**src/rtl/lss_pkg.sv**
```systemverilog
package lss_pkg;
  typedef enum logic [1:0] {
    ST_IDLE = 2'd0,
    ST_SEND = 2'd1,
    ST_DONE = 2'd2
  } lss_state_e;

  localparam logic [1:0] SZ_B8  = 2'd0;
  localparam logic [1:0] SZ_B16 = 2'd1;
  localparam logic [1:0] SZ_B32 = 2'd2;

  localparam logic [2:0] HINT_NONE = 3'd0;
  localparam logic [2:0] HINT_2B   = 3'd1;
  localparam logic [2:0] HINT_4B   = 3'd2;
  localparam logic [2:0] HINT_8B   = 3'd3;
  localparam logic [2:0] HINT_16B  = 3'd4;

  localparam logic [1:0] WB_KEEP = 2'd0;
  localparam logic [1:0] WB_POST = 2'd1;
  localparam logic [1:0] WB_OFFS = 2'd2;
endpackage

```
**src/rtl/lss_legal.sv**
```systemverilog
module lss_legal
  import lss_pkg::*;
#(
  parameter int ADDR_W = 32,
  parameter int NREG   = 32,
  parameter int REG_W  = 64,
  localparam int RIDX_W = $clog2(NREG),
  localparam int LANE_W = $clog2(REG_W/8)
) (
  input  logic [1:0]        count_m1,
  input  logic [1:0]        esize,
  input  logic [RIDX_W-1:0] first_reg,
  input  logic              spaced,
  input  logic [LANE_W-1:0] lane,
  input  logic [2:0]        hint,
  input  logic [1:0]        wb,
  input  logic [ADDR_W-1:0] base,
  output logic              illegal,
  output logic              misalign
);
  logic [RIDX_W+1:0] last_idx;
  logic              hint_ok;
  logic [ADDR_W-1:0] hint_mask;

  // Highest register index the command will read
  assign last_idx = (RIDX_W+2)'(first_reg) + ((RIDX_W+2)'(count_m1) << spaced);

  always_comb begin
    hint_ok = 1'b1;
    if (hint != HINT_NONE) begin
      unique case (count_m1)
        2'd0:    hint_ok = (esize == SZ_B16 && hint == HINT_2B) ||
                           (esize == SZ_B32 && hint == HINT_4B);
        2'd1:    hint_ok = (hint == 3'(esize) + 3'd1);
        2'd2:    hint_ok = 1'b0;
        default: hint_ok = (esize == SZ_B8  && hint == HINT_4B) ||
                           (esize == SZ_B16 && hint == HINT_8B) ||
                           (esize == SZ_B32 && (hint == HINT_8B || hint == HINT_16B));
      endcase
    end
  end

  always_comb begin
    illegal = 1'b0;
    if (esize == 2'd3 || wb == 2'd3 || hint > HINT_16B)
      illegal = 1'b1;
    else begin
      if (spaced && (esize == SZ_B8 || count_m1 == 2'd0)) illegal = 1'b1;
      if (last_idx >= (RIDX_W+2)'(NREG))                   illegal = 1'b1;
      if (int'(lane) >= ((REG_W/8) >> esize))              illegal = 1'b1;
      if (!hint_ok)                                        illegal = 1'b1;
    end
  end

  assign hint_mask = (ADDR_W'(1) << hint) - ADDR_W'(1);
  assign misalign  = !illegal && (hint != HINT_NONE) && ((base & hint_mask) != '0);
endmodule

```
**src/rtl/lss_lane_pick.sv**
```systemverilog
module lss_lane_pick #(
  parameter int REG_W  = 64,
  parameter int ELEM_W = 32,
  localparam int LANE_W = $clog2(REG_W/8),
  localparam int SH_W   = $clog2(REG_W),
  localparam int BE_W   = ELEM_W/8
) (
  input  logic [REG_W-1:0]  reg_data,
  input  logic [LANE_W-1:0] lane,
  input  logic [1:0]        esize,
  output logic [ELEM_W-1:0] elem,
  output logic [BE_W-1:0]   be
);
  logic [SH_W-1:0]  shamt;
  logic [REG_W-1:0] shifted;

  // Bit offset of the lane: lane * 8 * 2^esize
  assign shamt   = SH_W'({lane, 3'b000}) << esize;
  assign shifted = reg_data >> shamt;

  always_comb begin
    unique case (esize)
      2'd0: begin
        elem = ELEM_W'(shifted[7:0]);
        be   = BE_W'(1);
      end
      2'd1: begin
        elem = ELEM_W'(shifted[15:0]);
        be   = BE_W'(3);
      end
      default: begin
        elem = ELEM_W'(shifted[31:0]);
        be   = BE_W'(15);
      end
    endcase
  end
endmodule

```
**src/rtl/lane_struct_store.sv**
```systemverilog
module lane_struct_store
  import lss_pkg::*;
#(
  parameter int ADDR_W = 32,
  parameter int NREG   = 32,
  parameter int REG_W  = 64,
  parameter int ELEM_W = 32,
  localparam int RIDX_W = $clog2(NREG),
  localparam int LANE_W = $clog2(REG_W/8),
  localparam int BE_W   = ELEM_W/8
) (
  input  logic              clk,
  input  logic              rst_n,
  input  logic              cmd_valid,
  output logic              cmd_ready,
  input  logic [1:0]        cmd_count_m1,
  input  logic [1:0]        cmd_esize,
  input  logic [RIDX_W-1:0] cmd_first_reg,
  input  logic              cmd_spaced,
  input  logic [LANE_W-1:0] cmd_lane,
  input  logic [2:0]        cmd_align,
  input  logic [1:0]        cmd_wb,
  input  logic [ADDR_W-1:0] cmd_base,
  input  logic [ADDR_W-1:0] cmd_offset,
  output logic [RIDX_W-1:0] rf_addr,
  input  logic [REG_W-1:0]  rf_data,
  output logic              mem_valid,
  input  logic              mem_ready,
  output logic [ADDR_W-1:0] mem_addr,
  output logic [ELEM_W-1:0] mem_wdata,
  output logic [BE_W-1:0]   mem_be,
  output logic              done,
  output logic [ADDR_W-1:0] done_base,
  output logic              err_align,
  output logic              err_illegal
);
  lss_state_e        state;
  logic [1:0]        q_count_m1, q_esize, q_wb, idx;
  logic [RIDX_W-1:0] q_first;
  logic              q_spaced, q_ill, q_mis;
  logic [LANE_W-1:0] q_lane;
  logic [ADDR_W-1:0] q_base, q_offset, cur_addr;
  logic              chk_ill, chk_mis, accept, last_beat;
  logic [ADDR_W-1:0] elem_bytes, total_bytes;

  lss_legal #(.ADDR_W(ADDR_W), .NREG(NREG), .REG_W(REG_W)) u_legal (
    .count_m1 (cmd_count_m1),
    .esize    (cmd_esize),
    .first_reg(cmd_first_reg),
    .spaced   (cmd_spaced),
    .lane     (cmd_lane),
    .hint     (cmd_align),
    .wb       (cmd_wb),
    .base     (cmd_base),
    .illegal  (chk_ill),
    .misalign (chk_mis)
  );

  lss_lane_pick #(.REG_W(REG_W), .ELEM_W(ELEM_W)) u_pick (
    .reg_data(rf_data),
    .lane    (q_lane),
    .esize   (q_esize),
    .elem    (mem_wdata),
    .be      (mem_be)
  );

  assign cmd_ready   = (state == ST_IDLE);
  assign accept      = cmd_valid && cmd_ready;
  assign mem_valid   = (state == ST_SEND);
  assign last_beat   = mem_valid && mem_ready && (idx == q_count_m1);
  assign elem_bytes  = ADDR_W'(1) << q_esize;
  assign total_bytes = ADDR_W'({1'b0, q_count_m1} + 3'd1) << q_esize;
  assign rf_addr     = q_first + (RIDX_W'(idx) << q_spaced);
  assign mem_addr    = cur_addr;

  always_ff @(posedge clk) begin
    if (!rst_n) begin
      state      <= ST_IDLE;
      idx        <= '0;
      cur_addr   <= '0;
      q_count_m1 <= '0;
      q_esize    <= '0;
      q_wb       <= '0;
      q_first    <= '0;
      q_spaced   <= 1'b0;
      q_lane     <= '0;
      q_base     <= '0;
      q_offset   <= '0;
      q_ill      <= 1'b0;
      q_mis      <= 1'b0;
    end else begin
      unique case (state)
        ST_IDLE: if (accept) begin
          q_count_m1 <= cmd_count_m1;
          q_esize    <= cmd_esize;
          q_wb       <= cmd_wb;
          q_first    <= cmd_first_reg;
          q_spaced   <= cmd_spaced;
          q_lane     <= cmd_lane;
          q_base     <= cmd_base;
          q_offset   <= cmd_offset;
          q_ill      <= chk_ill;
          q_mis      <= chk_mis;
          cur_addr   <= cmd_base;
          idx        <= '0;
          state      <= (chk_ill || chk_mis) ? ST_DONE : ST_SEND;
        end
        ST_SEND: if (mem_ready) begin
          cur_addr <= cur_addr + elem_bytes;
          idx      <= idx + 2'd1;
          if (last_beat) state <= ST_DONE;
        end
        default: state <= ST_IDLE;
      endcase
    end
  end

  assign done        = (state == ST_DONE);
  assign err_illegal = done && q_ill;
  assign err_align   = done && q_mis;

  always_comb begin
    done_base = q_base;
    if (!q_ill && !q_mis) begin
      if (q_wb == WB_POST)      done_base = q_base + total_bytes;
      else if (q_wb == WB_OFFS) done_base = q_base + q_offset;
    end
  end
endmodule

```
**config.mk**
```make
export PLATFORM = sky130hd
export DESIGN_NAME = lane_struct_store
export DESIGN_NICKNAME = d
export VERILOG_FILES = /design/src/rtl/lss_pkg.sv /design/src/rtl/lss_legal.sv /design/src/rtl/lss_lane_pick.sv /design/src/rtl/lane_struct_store.sv
export SDC_FILE = /design/constraint.sdc
export NUM_CORES = 1
export LEC_CHECK = 0
export ABC_AREA = 1
export BUFFER_PORTS_ARGS = -buffer_cell sky130_fd_sc_hd__buf_2
export CORE_UTILIZATION = 30
export DETAILED_ROUTE_END_ITERATION = 10
export GPL_TIMING_DRIVEN = 0
export PLACE_DENSITY = 0.54
export SLEW_MARGIN = 20
export SYNTH_ARGS = -nofsm -noshare
export SYNTH_HDL_FRONTEND = slang
export SYNTH_SLANG_ARGS = --single-unit
```
**constraint.sdc**
```tcl
create_clock -name clk -period 2.75 [get_ports clk]
set_input_delay 0.55 -clock clk [delete_from_list [all_inputs] [get_ports clk]]
set_output_delay 0.55 -clock clk [all_outputs]
set_load 0.005 [all_outputs]
```
==> summary.log, run 1 <==
[power] largest voltage drop on the vdd net 0.000453 V
[cells_and_area] P&R area growth vs syn 41.9%
[power] power density over cell area 463 nW/um2
[worst_setup_path] category of the worst setup path capture point output port
[timing] number of endpoints with negative hold slack in the final report 0
[timing] Min Clock Period, post-route 3.60 ns
[outcome] violations in the final reports setup timing
[synthesis] fraction of registers with async set/reset 0%
[synthesis] Gate Count Post-Synth 2,065
[route] vias per inst 5.26
[route] drt wl/cell 19.3 um
[timing] RSZ-0062 raised after global routing yes
[clock_network] hold bufs inserted after CTS 0
[timing] final-report setup violation count 70
[timing] Relative slew margins 36.8%
[cells_and_area] non-filler instance count after layout 2,946
[timing] slew at the pin closest to its max-slew limit 0.939 ns
[place] cell count after placement 2,839
[synthesis] Post-Synthesis Net Count 2,276
[floorplan] die outline width 200 um
[synthesis] Post-Synthesis Mean Instance Area 5.68 um2
[synthesis] Synth Warn # 0
[grt] total routing usage reported by global routing 27.8%
[synthesis] cells taking the most area after synthesis dfxtp_1 (20%), nand2_1 (18%), o21ai_0 (9.5%)
[cells_and_area] post-layout net count 2,626
[place] placed wire-length estimate 43,700 um
[route] remaining antenna violation count 0
[grt] number of antenna violations at the first check in global routing 2
[grt] pin count of the biggest net entering global routing 17
[clock_network] Clock Path Buffers 2
[power] leakage 7.93 nW
[synthesis] number of synthesized flops with an enable pin 0
[place] placement-stage worst setup slack -0.975 ns
[timing] worst setup margin -0.848 ns
[clock_network] Clock Latency Late Sink 0.44 ns
[place] port buffer count 256
[synthesis] area share of the largest cell type after synthesis 20.0%
[hold_path] classification of the worst-slack hold path input port to register
[clock_network] clock tree from TritonCTS built
[grt] via count of the first global-routing pass 14,500
[floorplan] row count 72
[worst_setup_path] worst reg2reg setup slack -0.14 ns
[synthesis] Seq/Total Area, Yosys 20.0%
[route] drt pass-1 iters 5
[floorplan] I/O pins 260
[place] RePlAce Congestion 0.956
[synthesis] post-synthesis cell type count 54
[floorplan] area of the placeable core 38,600 um2
[worst_setup_path] Critical Path Start Type register
[worst_setup_path] highest net fanout along the worst path 4
[floorplan] starting density of the core 30.4%
[clock_network] clock transition at the registers of the reported paths 0.06 ns
[clock_network] TritonCTS Sinks 117
[cells_and_area] fill cell total of the finished layout 4,300
[worst_setup_path] data required time at the worst endpoint 2.20 ns
[timing] skew final 0.00993 ns
[clock_network] CTS buffer count 17
[synthesis] number of synthesized register bits 117
[timing] highest clock rate 278 MHz
[route] DRC violations left 0
[cells_and_area] fraction of layout cells with a size suffix above 1 27.8%
[timing] Slew Limit Fails 0
[route] post-detailed-routing wire length 56,900 um
[synthesis] commonest register cell after synthesis dfxtp_1
[grt] first-pass GRT wire length 83,500 um
[floorplan] Total Die Area 39,900 um2
[clock_network] buffer type at the clock tree root clkbuf_16
[route] DRC violation total after the first TritonRoute iteration 1,349
[synthesis] post-synthesis cell type with the largest combined area dfxtp_1
[floorplan] Vert. Die Dim 200 um
[synthesis] Post-Syn Area 11,700 um2
[flow_run] total of max-cap violations 0
[timing] fraction of the cycle the final worst path needs 131%
[grt] total congestion overflow 0
[outcome] result of the run finished with violations
[worst_setup_path] crit path kind register to output port
[worst_setup_path] arrival time at the worst endpoint 3.05 ns
[clock_network] H-tree lvl count 4
[route] Vias 15,500
metrics by stage:
stage	power, mW	util, %	instance area [um2]	setup TNS (ns)	hold WS, ns
floorplan	3.42	-	11800	-0.646	0.444
finish	7.71	43.2	16600	-30.40	0.361
CTS	7.38	40.8	15700	-22.50	0.345
detailed placement	4.41	35.5	13700	-20.21	0.467
global placement	4.40	35.5	13700	-19.73	0.456
global route	8.07	43.2	16600	-36.41	0.384
final cells by class:
cell class,instances,area (um2),area share (%)
flip-flops and latches,117,2370,14.2
diodes,1,2.50,0.0150
clock buffers,20,478,2.87
multi-input cells,1603,9110,54.7
inverters,256,998,6.00
repair inverters,1,6.26,0.0376
well taps,518,648,3.89
repair buffers,331,2180,13.1
plain buffers,88,704,4.23
clock inverters,11,149,0.895
cells in the mapped netlist, drive strengths merged, types with 3 or more instances:
| library cell | instances |
|---|---|
| nand4 | 19 |
| fa | 4 |
| a22oi | 3 |
| and2 | 4 |
| o22ai | 8 |
| ha | 57 |
| inv | 253 |
| nor4 | 5 |
| o211ai | 24 |
| clkinv | 3 |
| nand3b | 11 |
| xor2 | 19 |
| o21ai | 229 |
| a211oi | 11 |
| nand3 | 116 |
| mux2i | 8 |
| o21bai | 10 |
| nand2 | 560 |
| nor2 | 244 |
| o221ai | 3 |
| or2 | 18 |
| a22o | 4 |
| clkbuf | 59 |
| buf | 30 |
| a31oi | 11 |
| a21oi | 184 |
| xnor2 | 9 |
| dfxtp | 117 |
| nor3 | 27 |
sequential cells by signal, indices dropped and copies added (netlist names):
register    flops
q_lane          3
q_first         5
q_esize         2
q_base         32
q_spaced        1
q_mis           1
q_ill           1
q_wb            2
q_offset       32
idx             2
q_count_m1      2
mem_addr       32
state           2
layer usage:
layer / wire length (um) / share of wire [%] / GRT usage, %
met4: 1860 / 3.3 / 9.58
met1: 25100 / 44 / 37.0
met5: 0 / 0 / 0
met2: 26000 / 46 / 46.0
met3: 4010 / 7.0 / 3.61
cells by family after synthesis:
group | Yosys count | share of synthesized area, %
compound gates | 500 | 23.3
simple gates | 1005 | 35.5
flops | 117 | 20.0
other cells | 1 | 0.0320
buf+inv | 345 | 11.7
mux | 8 | 0.683
fa+ha+maj | 61 | 6.76
xor+xnor | 28 | 2.09
power breakdown:
part,internal (mW),switching (mW)
Sequential,1.84,0.204
Combinational,1.30,1.87
Clock,1.52,0.984
placed cells by master, fill, tap and decap left out, types with 7 or more instances in the layout:
cell type / synthesis / final
a21oi_1: 183 / 149
a21oi_2: 1 / 31
buf_12: 0 / 7
buf_2: 20 / 259
buf_4: 7 / 40
buf_6: 3 / 33
buf_8: 0 / 14
clkbuf_1: 58 / 47
clkbuf_16: 0 / 27
dfxtp_1: 117 / 106
dfxtp_2: 0 / 7
ha_1: 57 / 51
inv_1: 247 / 229
inv_2: 6 / 16
nand2_1: 557 / 497
nand2_2: 3 / 51
nand2_4: 0 / 10
nand3_1: 115 / 99
nand3_2: 1 / 11
nand3b_1: 11 / 11
nand4_1: 19 / 19
nor2_1: 239 / 217
nor2_2: 1 / 12
nor2_4: 4 / 15
nor3_1: 26 / 23
o211ai_1: 24 / 24
o21ai_0: 222 / 157
o21ai_1: 7 / 33
o21ai_2: 0 / 33
o21bai_1: 10 / 10
or2_2: 15 / 14
xnor2_1: 9 / 9
xor2_1: 19 / 19
repair_timing:
action                                  in CTS  in global routing
endpoints found under the setup margin      76                 77
pin swaps                                   69                 91
gates cloned                                 5                  5
gates resized for setup                    269                203
setup buffers                               51                 16
worst max-delay path, cell delays in order, from the launching register on:
cell and delay (ns):
dfxtp_4 0.36, ha_4 0.26, o21ai_4 0.17, o22ai_2 0.11, ha_4 0.32, buf_6 0.11, nand3_4 0.08, nand2_4 0.10
nand2_4 0.06, nand2_4 0.08, inv_4 0.05, nor2_4 0.18, nand2_2 0.12, a21oi_1 0.13, o21ai_1 0.09, nand3b_1 0.10
o21ai_2 0.09, inv_1 0.08, buf_2 0.10
final timing paths:
kind,from,to,cells past startpoint
setup / recovery,q_count_m1[1],done_base[14],18
hold / removal,cmd_offset[24],q_offset[24],3
setup reg to reg,q_esize[1],mem_addr[18],21
hold reg to reg,q_base[31],q_base[31],2
Note: power is estimated with default switching activity, not from simulation.
==> run 2, diff against run 1 <==
SKIP_CTS_REPAIR_TIMING = 1   (was not set)
==> run 2 against run 1 <==
  * The run still ends with setup timing left
  * Sequential power about the same
  * Via count is 2.5% lower
  * Die area unchanged
  * Count of clock-buffer cells in the layout is the same
  * Core utilization fell by 3.0 points
  * Global-route usage fell by 0.92 points
  * Non-clock buffer count decreased by 21
  * Routed wire length shrank 4.4%
  * Highest routed layer unchanged
  * Largest cell class unchanged
  * Clock skew increased by 0.00060 ns
  * Setup slack worse by 0.023 ns
  * Cell area decreased by 6.9%
==> summary.log, run 2 (synthesis results as in run 1) <==
[route] drt wl/cell 18.6 um [-3.7%]
[grt] pin count of the biggest net entering global routing 17 [unchanged]
[floorplan] Vert. Die Dim 200 um [unchanged]
[power] proportion of power drawn by the clock network 34.4% [+1.9 points]
[clock_network] clock transition at the registers of the reported paths 0.07 ns [about the same]
[timing] Relative slew margins 37.3% [+0.43 points]
[route] remaining antenna violation count 0 [unchanged]
[outcome] result of the run finished with violations
[worst_setup_path] series of cell instances along the critical path ha_4 > o21ai_2 > nor2_1 > ha_1 > nand2_1 > nand2_1 > nand2_1 > nand2_1 > nand2_2 > nand2_4 > nand3_4 > nor2_4 > nand3_2 > a21oi_4 > nand3_1 > nand2_2 > inv_2 > buf_2
[cells_and_area] most common cell after layout, fill and taps aside nand2_1
[route] drt pass-1 iters 6 [+1]
[place] RePlAce Congestion 0.956 [unchanged]
[timing] RSZ-0062 raised after global routing yes
[power] reported net switching power 2.85 mW [-6.7%]
[clock_network] CTS buffer count 17 [unchanged]
[cells_and_area] non-filler instance count after layout 2,924 [-0.75%]
[grt] total congestion overflow 0 [unchanged]
[worst_setup_path] highest net fanout along the worst path 4 [unchanged]
[worst_setup_path] crit-path most repeated cell nand2_1
[cells_and_area] post-layout net count 2,604 [-0.84%]
[place] placed wire-length estimate 43,700 um [unchanged]
[timing] Slew Limit Fails 0 [unchanged]
[route] post-detailed-routing wire length 54,400 um [-4.4%]
[clock_network] TritonCTS Sinks 117 [unchanged]
[hold_path] classification of the worst-slack hold path input port to register
[clock_network] buffer type at the clock tree root clkbuf_16
[floorplan] starting density of the core 30.4% [unchanged]
[power] net switching share of the total power 39.1% [-0.49 points]
[flow_run] total of max-cap violations 0 [unchanged]
[cells_and_area] P&R area growth vs syn 32.1%
[route] DRC violation total after the first TritonRoute iteration 1,117 [-17%]
[worst_setup_path] crit path kind register to output port
[timing] highest clock rate 276 MHz [-0.64%]
[power] part of the total power dissipated in combinational logic 37.7% [-3.3 points]
[clock_network] H-tree lvl count 4 [unchanged]
[floorplan] area of the placeable core 38,600 um2 [unchanged]
[worst_setup_path] category of the worst setup path capture point output port
[cells_and_area] design area 15,500 um2 [-6.9%]
[place] port buffer count 256 [unchanged]
[floorplan] Total Die Area 39,900 um2 [unchanged]
[route] DRC violations left 0 [unchanged]
[timing] fraction of the cycle the final worst path needs 132% [+0.84 points]
[cells_and_area] fraction of layout cells with a size suffix above 1 22.1% [-5.7 points]
[grt] number of antenna violations at the first check in global routing 1 [-1]
[timing] final-report setup violation count 59 [-16%]
[floorplan] I/O pins 260 [unchanged]
[timing] slew at the pin closest to its max-slew limit 0.933 ns [-0.00644 ns]
[place] cell count after placement 2,839 [unchanged]
[cells_and_area] leading cell types in the layout, fill and taps excluded nand2_1 (536), buf_2 (261), inv_1 (235)
[place] placement-stage cell area 13,700 um2 [unchanged]
[power] portion of total power attributed to sequential cells 27.9% [+1.5 points]
[worst_setup_path] cell at the slowest stage of the critical path dfxtp_4
[power] leakage 7.53 nW [-5.1%]
[grt] total routing usage reported by global routing 26.9% [-0.92 points]
[clock_network] Clock Path Buffers 2 [unchanged]
[outcome] violations in the final reports setup timing
[route] Vias 15,100 [-2.5%]
[power] power density over cell area 470 nW/um2 [+1.5%]
[timing] worst setup margin -0.871 ns [-0.0230 ns]
[floorplan] row count 72 [unchanged]
[worst_setup_path] Critical Path Start Type register
[worst_setup_path] data required time at the worst endpoint 2.20 ns [about the same]
[clock_network] clock tree from TritonCTS built
[clock_network] Clock Latency Late Sink 0.44 ns [about the same]
[timing] Setup TNS Final -23.79 ns [+6.61 ns]
[power] largest voltage drop on the vdd net 0.000445 V [-1.7%]
[timing] number of endpoints with negative hold slack in the final report 0 [unchanged]
[worst_setup_path] arrival time at the worst endpoint 3.07 ns [+0.02 ns]
[timing] Min Clock Period, post-route 3.62 ns [+0.0230 ns]
[worst_setup_path] slowest stage delay, CP 0.36 ns [about the same]
[timing] skew final 0.0105 ns [+0.000596 ns]
[power] Int Power 4.43 mW [-4.7%]
[route] vias per inst 5.16 [-1.8%]
[floorplan] die outline width 200 um [unchanged]
[grt] first-pass GRT wire length 80,700 um [-3.4%]
[grt] via count of the first global-routing pass 14,100 [-3.3%]
-- run 2: changes by cell type in the layout (fill, tap and decap cells not counted), moves of 9 or more --
cell	delta
a21oi_1	+22
a21oi_2	-21
buf_4	+16
buf_6	-16
clkbuf_16	-9
nand2_1	+39
nand2_2	-32
o21ai_0	+29
o21ai_2	-18
-- run 2: power groups by stage --
stage          sequential, mW  clock (mW)  combinational (mW)
2_1_floorplan            1.98           0                1.44
3_3_place_gp             2.06           0                2.34
3_5_place_dp             2.06           0                2.36
4_1_cts                  2.02        2.54                2.37
5_1_grt                  2.05        2.59                3.01
6_report                 2.03        2.51                2.75
-- run 2: per-layer routing --
metal	track usage, %	vias to the layer above	wire [um]	part of all wire [%]
met2	44.5	549	25000	46
met3	3.43	86	3580	6.6
li1	-	7450	-	-
met1	35.8	7012	24300	45
met5	0	-	0	0
met4	9.22	0	1560	2.9
-- run 2: through the flow --
step	total power, mW	util [%]	worst slack (ns)	hold slack (ns)
after floorplan	3.42	-	-0.130	0.444
after global placement	4.40	35.5	-0.944	0.456
after detailed placement	4.41	35.5	-0.975	0.467
after CTS	6.93	37.1	-1.46	0.345
after global routing	7.65	40.2	-1.01	0.384
final	7.29	40.2	-0.871	0.366
-- run 2: final timing paths --
check	from	to	slack, ns	depth (start not counted)
max reg2reg	q_esize[0]	mem_addr[18]	0.02	17
min	cmd_offset[24]	q_offset[24]	0.37	3
min reg2reg	q_base[31]	q_base[31]	0.48	2
max	q_count_m1[0]	done_base[31]	-0.87	18
-- run 2: worst max-delay path: cells and delay by family (launching register included) --
kind,cells,cell delay [ns]
AND/OR/NAND/NOR,12,1.13
adder cells (fa/ha/maj),2,0.61
flip-flops,1,0.36
AO/OA/AOI/OAI,2,0.34
buffers and inverters,2,0.17
-- run 2: area by class of cell --
| cell class | count | area [um2] |
|---|---|---|
| antenna | 1 | 2.50 |
| buffer | 89 | 609 |
| clock buffer | 20 | 478 |
| clock inverter | 11 | 149 |
| fill | 4421 | 23100 |
| inverter | 256 | 996 |
| multi-input combinational | 1603 | 8530 |
| sequential | 117 | 2360 |
| tap | 518 | 648 |
| timing repair buffer | 309 | 1710 |
